--- config.mk ---
export PLATFORM = sky130hd
export DESIGN_NAME = uart9_top
export DESIGN_NICKNAME = d
export VERILOG_FILES = /design/src/rtl/uart9_pkg.sv /design/src/rtl/uart9_baud.sv /design/src/rtl/uart9_ctrl.sv /design/src/rtl/uart9_dp.sv /design/src/rtl/uart9_top.sv
export SDC_FILE = /design/constraint.sdc
export NUM_CORES = 1
export LEC_CHECK = 0
export ABC_AREA = 1
export CAP_MARGIN = 5
export CELL_PAD_IN_SITES_DETAIL_PLACEMENT = 2
export CELL_PAD_IN_SITES_GLOBAL_PLACEMENT = 2
export CORE_MARGIN = 4
export CORE_UTILIZATION = 29
export CTS_CLUSTER_DIAMETER = 60
export DETAILED_ROUTE_END_ITERATION = 10
export PLACE_DENSITY_LB_ADDON = 0.1
export SYNTH_ARGS = -nofsm -noshare
export SYNTH_HDL_FRONTEND = slang
export SYNTH_SLANG_ARGS = --single-unit
--- constraint.sdc ---
create_clock -name clk -period 1.48 [get_ports clk]
set_clock_uncertainty 0.2 [all_clocks]
set_input_delay 0.148 -clock clk [delete_from_list [all_inputs] [get_ports clk]]
set_output_delay 0.148 -clock clk [all_outputs]
set_load 0.05 [all_outputs]
--- src/rtl/uart9_pkg.sv ---
package uart9_pkg;

  // One-cycle commands from the sequencer to the datapath
  typedef struct packed {
    logic txLoad;        // capture byte and ninth bit, drive start bit
    logic txAdvance;     // move to the next frame bit
    logic txSetFlag;     // stop bit begins
    logic rxTakeSample;  // shift one line sample into the vote window
    logic rxPushBit;     // store the voted bit into the receive shifter
    logic rxCommit;      // publish received frame and raise the flag
  } uartStrobes_t;

endpackage

--- src/rtl/uart9_baud.sv ---
module uart9_baud #(
  parameter int SLOW_DIV = 2
) (
  input  logic clk,
  input  logic rstN,
  input  logic tmrOvf,
  input  logic dblRate,
  output logic sampleTick
);

  localparam int CNT_W = (SLOW_DIV > 1) ? $clog2(SLOW_DIV) : 1;

  generate
    if (SLOW_DIV > 1) begin : g_prescale
      localparam logic [CNT_W-1:0] CNT_LAST = CNT_W'(SLOW_DIV - 1);
      logic [CNT_W-1:0] ovfCnt;

      always_ff @(posedge clk) begin
        if (!rstN) begin
          ovfCnt <= '0;
        end else if (tmrOvf) begin
          ovfCnt <= (ovfCnt == CNT_LAST) ? '0 : ovfCnt + 1'b1;
        end
      end

      assign sampleTick = tmrOvf && (dblRate || (ovfCnt == CNT_LAST));
    end else begin : g_direct
      logic unusedDbl;
      assign unusedDbl  = dblRate;
      assign sampleTick = tmrOvf;
    end
  endgenerate

endmodule

--- src/rtl/uart9_ctrl.sv ---
module uart9_ctrl
  import uart9_pkg::*;
#(
  parameter int DATA_W = 8,
  parameter int OVS    = 16
) (
  input  logic         clk,
  input  logic         rstN,
  input  logic         sampleTick,
  input  logic         dataWr,
  input  logic         rxEnable,
  input  logic         rxFell,
  input  logic         voteBit,
  input  logic         rxFlag,
  output uartStrobes_t strb,
  output logic         txBusy,
  output logic         rxBusy
);

  localparam int FRAME_BITS = DATA_W + 3;
  localparam int IDX_W      = $clog2(FRAME_BITS);
  localparam int SUB_W      = $clog2(OVS);

  localparam logic [IDX_W-1:0] STOP_IDX  = IDX_W'(FRAME_BITS - 1);
  localparam logic [IDX_W-1:0] BIT9_IDX  = IDX_W'(FRAME_BITS - 2);
  localparam logic [SUB_W-1:0] SUB_LAST  = SUB_W'(OVS - 1);
  localparam logic [SUB_W-1:0] SAMP_A    = SUB_W'(OVS / 2 - 1);
  localparam logic [SUB_W-1:0] SAMP_B    = SUB_W'(OVS / 2);
  localparam logic [SUB_W-1:0] SAMP_C    = SUB_W'(OVS / 2 + 1);
  localparam logic [SUB_W-1:0] DECIDE    = SUB_W'(OVS / 2 + 2);

  // ---------------- transmit sequencer ----------------
  logic [SUB_W-1:0] txSub;
  logic [IDX_W-1:0] txIdx;
  logic             txBitEnd;

  assign txBitEnd = txBusy && sampleTick && (txSub == SUB_LAST);

  always_ff @(posedge clk) begin
    if (!rstN) begin
      txBusy <= 1'b0;
      txSub  <= '0;
      txIdx  <= '0;
    end else if (!txBusy) begin
      if (dataWr) begin
        txBusy <= 1'b1;
        txSub  <= '0;
        txIdx  <= '0;
      end
    end else if (sampleTick) begin
      if (txSub == SUB_LAST) begin
        txSub <= '0;
        if (txIdx == STOP_IDX) txBusy <= 1'b0;
        else                   txIdx  <= txIdx + 1'b1;
      end else begin
        txSub <= txSub + 1'b1;
      end
    end
  end

  // ---------------- receive sequencer ----------------
  logic [SUB_W-1:0] rxSub;
  logic [IDX_W-1:0] rxIdx;
  logic             rxTick;
  logic             rxDecide;
  logic             rxAbort;

  assign rxTick   = rxBusy && sampleTick;
  assign rxDecide = rxTick && (rxSub == DECIDE);
  assign rxAbort  = rxDecide && (((rxIdx == '0) && voteBit) || (rxIdx == STOP_IDX));

  always_ff @(posedge clk) begin
    if (!rstN) begin
      rxBusy <= 1'b0;
      rxSub  <= '0;
      rxIdx  <= '0;
    end else if (!rxBusy) begin
      if (rxEnable && rxFell) begin
        rxBusy <= 1'b1;
        rxSub  <= '0;
        rxIdx  <= '0;
      end
    end else if (rxAbort) begin
      rxBusy <= 1'b0;
    end else if (rxTick) begin
      if (rxSub == SUB_LAST) begin
        rxSub <= '0;
        rxIdx <= rxIdx + 1'b1;
      end else begin
        rxSub <= rxSub + 1'b1;
      end
    end
  end

  // ---------------- strobes ----------------
  always_comb begin
    strb              = '0;
    strb.txLoad       = !txBusy && dataWr;
    strb.txAdvance    = txBitEnd && (txIdx != STOP_IDX);
    strb.txSetFlag    = txBitEnd && (txIdx == BIT9_IDX);
    strb.rxTakeSample = rxTick && ((rxSub == SAMP_A) || (rxSub == SAMP_B) || (rxSub == SAMP_C));
    strb.rxPushBit    = rxDecide && (rxIdx != '0) && (rxIdx != STOP_IDX);
    strb.rxCommit     = rxDecide && (rxIdx == STOP_IDX) && voteBit && !rxFlag;
  end

endmodule

--- src/rtl/uart9_dp.sv ---
module uart9_dp
  import uart9_pkg::*;
#(
  parameter int DATA_W = 8
) (
  input  logic              clk,
  input  logic              rstN,
  input  uartStrobes_t      strb,
  input  logic [DATA_W-1:0] dataIn,
  input  logic              txBit9,
  input  logic              txFlagClr,
  input  logic              rxFlagClr,
  input  logic              rxLine,
  output logic              txLine,
  output logic              rxFell,
  output logic              voteBit,
  output logic [DATA_W-1:0] rxData,
  output logic              rxBit9,
  output logic              txFlag,
  output logic              rxFlag
);

  localparam int FRAME_BITS = DATA_W + 3;

  // ---------------- transmit shifter ----------------
  logic [FRAME_BITS-1:0] txShift;

  always_ff @(posedge clk) begin
    if (!rstN) begin
      txShift <= '1;
    end else if (strb.txLoad) begin
      txShift <= {1'b1, txBit9, dataIn, 1'b0};
    end else if (strb.txAdvance) begin
      txShift <= {1'b1, txShift[FRAME_BITS-1:1]};
    end
  end

  assign txLine = txShift[0];

  // ---------------- receive front end ----------------
  logic [2:0] rxSync;
  logic [2:0] voteWin;

  always_ff @(posedge clk) begin
    if (!rstN) begin
      rxSync  <= '1;
      voteWin <= '1;
    end else begin
      rxSync <= {rxSync[1:0], rxLine};
      if (strb.rxTakeSample) voteWin <= {voteWin[1:0], rxSync[1]};
    end
  end

  assign rxFell  = rxSync[2] && !rxSync[1];
  assign voteBit = (voteWin[0] && voteWin[1]) || (voteWin[0] && voteWin[2]) ||
                   (voteWin[1] && voteWin[2]);

  // ---------------- receive shifter and holding register ----------------
  logic [DATA_W:0] rxShift;

  always_ff @(posedge clk) begin
    if (!rstN) begin
      rxShift <= '0;
      rxData  <= '0;
      rxBit9  <= 1'b0;
    end else begin
      if (strb.rxPushBit) rxShift <= {voteBit, rxShift[DATA_W:1]};
      if (strb.rxCommit) begin
        rxData <= rxShift[DATA_W-1:0];
        rxBit9 <= rxShift[DATA_W];
      end
    end
  end

  // ---------------- flags: set beats clear ----------------
  always_ff @(posedge clk) begin
    if (!rstN) begin
      txFlag <= 1'b0;
      rxFlag <= 1'b0;
    end else begin
      if (strb.txSetFlag)  txFlag <= 1'b1;
      else if (txFlagClr)  txFlag <= 1'b0;
      if (strb.rxCommit)   rxFlag <= 1'b1;
      else if (rxFlagClr)  rxFlag <= 1'b0;
    end
  end

endmodule

--- src/rtl/uart9_top.sv ---
module uart9_top
  import uart9_pkg::*;
#(
  parameter int DATA_W   = 8,
  parameter int OVS      = 16,
  parameter int SLOW_DIV = 2
) (
  input  logic              clk,
  input  logic              rstN,
  input  logic              tmrOvf,
  input  logic              dblRate,
  input  logic              rxEnable,
  input  logic              dataWr,
  input  logic [DATA_W-1:0] dataIn,
  input  logic              txBit9,
  input  logic              txFlagClr,
  input  logic              rxFlagClr,
  input  logic              rxLine,
  output logic              txLine,
  output logic [DATA_W-1:0] rxData,
  output logic              rxBit9,
  output logic              txFlag,
  output logic              rxFlag
);

  uartStrobes_t strb;
  logic         sampleTick;
  logic         rxFell;
  logic         voteBit;
  logic         txBusy;
  logic         rxBusy;

  uart9_baud #(.SLOW_DIV(SLOW_DIV)) u_baud (
    .clk        (clk),
    .rstN       (rstN),
    .tmrOvf     (tmrOvf),
    .dblRate    (dblRate),
    .sampleTick (sampleTick)
  );

  uart9_ctrl #(.DATA_W(DATA_W), .OVS(OVS)) u_ctrl (
    .clk        (clk),
    .rstN       (rstN),
    .sampleTick (sampleTick),
    .dataWr     (dataWr),
    .rxEnable   (rxEnable),
    .rxFell     (rxFell),
    .voteBit    (voteBit),
    .rxFlag     (rxFlag),
    .strb       (strb),
    .txBusy     (txBusy),
    .rxBusy     (rxBusy)
  );

  uart9_dp #(.DATA_W(DATA_W)) u_dp (
    .clk       (clk),
    .rstN      (rstN),
    .strb      (strb),
    .dataIn    (dataIn),
    .txBit9    (txBit9),
    .txFlagClr (txFlagClr),
    .rxFlagClr (rxFlagClr),
    .rxLine    (rxLine),
    .txLine    (txLine),
    .rxFell    (rxFell),
    .voteBit   (voteBit),
    .rxData    (rxData),
    .rxBit9    (rxBit9),
    .txFlag    (txFlag),
    .rxFlag    (rxFlag)
  );

endmodule

==> summary.md <==
| Metric | Value |
|---|---|
| VDD IR-drop max | ~0.00036 V |
| DRT iter0 DRCs | 27 |
| Routability Congestion | roughly 0.73 |
| Cell Count, Final, Fillers Out | about 550 |
| RSZ-0062 raised after global routing | yes |
| R2R depth | 8 |
| Drt pass-1 iters | 4 |
| Inserted Clock Buffers | 5 |
| PnR worst setup slack | -0.182 ns |
| Hold depth | 2 |
| Primary FF master, synth | dfxtp_1 |
| Wire length per cell | ~17 um |
| Fin Hold WS | 0.191 ns |
| Worst-path cell chain | ha_4, nand2_4, nor2_4, nand2_2, nor2_4, buf_4, o21ai_1, a21oi_1 |
| Cell Pwr Density | approximately 700 nW/um^2 |
| Req. time, crit path | about 1.5 ns |
| Yosys cell types | 37 |
| Pre-CTS setup slack | -0.376 ns |
| Reg-to-reg critical path endpoint | u_ctrl.txIdx[0]$_SDFFE_PN0P_ |
| Initial core utilization | 29.6% |
| Clock Latency Late Sink | around 0.32 ns |
| Synthesized net count | roughly 360 |
| Crit path largest cell delay | roughly 0.37 ns |
| Top Family by Delay on Critical Path | simple AND/OR/NAND/NOR gates |
| Met3 usage | about 2.6% |
| Residual DRC count | 0 |
| Max cap viols | 0 |
| CP endpoint | u_ctrl.txIdx[0]$_SDFFE_PN0P_ |
| # IOs | 30 |
| Power, Total | about 3000 uW |
| Global route hottest layer | met2 |
| Min cycle time layout | around 1.7 ns |
| Outcome | complete, but fails checks |
| Met1 GRT Util | approximately a fifth |
| Remaining Overflow, GRT | 0 |
| FMAX | 0.602 GHz |
| Final HPWL DP | slightly below 6000 um |
| Setup TNS Final | -5.10 ns |
| Drt total wl | 9430 um |
| DIE AREA | around 10,000 sq um |
| Synth area leaders | dfxtp_1, nand2_1, nor2_1, ha_1, nand4_1 |
| Met2 usage | 30.6% |
| Fin. Hold Viols | 0 |
| Post-synth EDFFs | 0 |
| Clock Path Buffers | 2 |
| Ant diodes | 0 |
| CP max-delay cell | dfxtp_2 |
| H-tree levels | 2 |
| Core Area | slightly below 9000 sq um |
| CTS root buffer | clkbuf_8 |
| Routed Antenna Nets | 0 |
| FP Rows | 34 |
| Post-Syn Area | roughly 2600 sq um |
| Share of the synthesized area in the top cell type | 42.9% |
| Synthesis Warnings | 0 |
| Mapped Cells | 332 |
| Worst slew pin tran | between 0.3 and 0.4 ns |
| Register area share after synthesis | a little over two fifths |
| Port Buffers | 29 |
| Leak pwr | between 0.0015 and 0.002 uW |
| First-pass GRT wire length | around 14,000 um |
| Vias in the first global route | 2,810 |
| CP max FO | 5 |
| Cell repeated most along the worst path | nor2_4 |
| Dpl cells | roughly 500 |
| Synth top cells by count | nand2_1, dfxtp_1, nor2_1 |
| Levels on crit path | 8 |
| Worst-path clk slew | between 0.1 and 0.15 ns |
| Final Max Tran Viols | 0 |
| Critical path class | flop to flop |
| Initial antenna violation count | 0 |
| Clock sink total | 55 |
| Worst reg2reg setup slack | -0.18 ns |
| R2R Path Start | u_ctrl.txSub[0]$_SDFFE_PN0P_ |
| Die Wd | 102 um |
| Async set-reset flop share out of synthesis | 0% |
| Final setup vio count | 44 |
| Vias post-DR | between 2,000 and 3,000 |
| TritonCTS clock tree | done |
| Largest net degree at the start of global routing | 26 |
| Area leader, netlist | dfxtp_1 |
| Yosys reg bits | 55 |
| DIE HEIGHT | 102 um |
| Failing checks | setup timing |
| Final critical-path share of the clock period | 112% |
| Mapped Avg Cell Area | between 7 and 8 sq um |
| Crit path capture type | flop |
| CP arrival | ~1.7 ns |
| Worst hold-check path type | input port to flop |
| Global Route Usage Sum | 16.6% |
| Max transition margin | around four fifths |
| Layout cells sized above 1 | 49.0% |
| Layout area overhead | 63.2% |
| Nets | about 470 |
| Vias per std cell | ~5 |
| Setup crit start | u_ctrl.txSub[0]$_SDFFE_PN0P_ |
| Dominant cell by count in the synthesized netlist | nand2_1 |
| Crit start category | flop |
| Worst path bufs/invs | 1 |
==> power breakdown <==
part	switching, uW	internal, uW
Sequential	34.4	1520
Clock	544	386
Combinational	241	209
Total	819	2110
==> cells by family (layout without fill, tap and decap cells) <==
family | after synthesis | in the layout | synth area share [%]
and+or+nand+nor | 177 | 182 | 33.8
buffers and inverters | 37 | 139 | 6.44
DFF | 55 | 55 | 42.9
xor gates and xnor gates | 4 | 4 | 1.37
adders and majority gates | 11 | 11 | 5.37
AOI/OAI and AO/OA | 48 | 48 | 10.1
==> placed cells by master (no fill, tap or decap), types with 3 or more instances in the layout <==
cell / count
nand2_4: 9
nor2_1: 39
nand4_1: 15
a21oi_2: 10
inv_2: 11
nand3_2: 5
a21oi_1: 10
buf_4: 62
o21ai_1: 12
ha_1: 3
o21ai_2: 11
xor2_1: 3
nand2_1: 49
dfxtp_1: 42
buf_12: 12
dfxtp_2: 10
dfxtp_4: 3
buf_6: 10
nor2_4: 8
clkbuf_8: 6
nor2_2: 9
inv_1: 10
clkdlybuf4s50_1: 17
nand3_1: 13
nand3_4: 6
inv_4: 5
nand2_2: 21
ha_4: 8
==> cell type report <==
cell class,count,area (sq um)
Multi-Input combinational cell,245,1700
Tap cell,108,135
Fill cell,978,4490
Inverter,28,128
Timing Repair Buffer,101,988
Clock inverter,1,8.76
Sequential cell,55,1120
Timing Repair inverter,2,11.3
Clock buffer,7,86.3
==> routing by layer <==
metal	wire length, um	vias to the layer above
li1	-	1307
met2	5050	31
met3	231	10
met5	0	-
met1	4020	1314
met4	129	0
==> sequential cells by signal, summed over array words and instances (netlist names) <==
signal	count
u_baud.g_prescale.ovfCnt	1
u_ctrl.rxBusy	1
u_ctrl.rxIdx	4
u_ctrl.rxSub	4
u_ctrl.txBusy	1
u_ctrl.txIdx	4
u_ctrl.txSub	4
u_dp.rxBit9	1
u_dp.rxData	8
u_dp.rxFlag	1
u_dp.rxShift	9
u_dp.rxSync	3
u_dp.txFlag	1
u_dp.txShift	10
u_dp.voteWin	3
==> what timing repair did <==
| action | CTS | global route |
|---|---|---|
| setup buffers | 10 | 12 |
| setup endpoints to repair | 48 | 50 |
| hold buffers | 0 | 0 |
| pin swaps | 26 | 24 |
| gates cloned | 3 | 4 |
| gates resized for setup | 58 | 58 |
==> through the flow <==
stage | utilization, % | instance area [sq um]
2_1_floorplan | - | 2640
5_1_grt | 48.2 | 4190
6_report | 48.2 | 4190
3_5_place_dp | 40.4 | 3510
3_3_place_gp | 40.4 | 3510
4_1_cts | 44.7 | 3880
==> worst min-delay path by stage <==
stage | from | end
after detailed placement | u_dp.rxSync[0]$_SDFF_PN1_ | u_dp.rxSync[1]$_SDFF_PN1_
after global placement | u_dp.rxSync[0]$_SDFF_PN1_ | u_dp.rxSync[1]$_SDFF_PN1_
final | rxLine | u_dp.rxSync[0]$_SDFF_PN1_
after global routing | rxLine | u_dp.rxSync[0]$_SDFF_PN1_
after CTS | rxLine | u_dp.rxSync[0]$_SDFF_PN1_
after floorplan | rxLine | u_dp.rxSync[0]$_SDFF_PN1_
No activity file was read; power rests on OpenSTA's default activity.
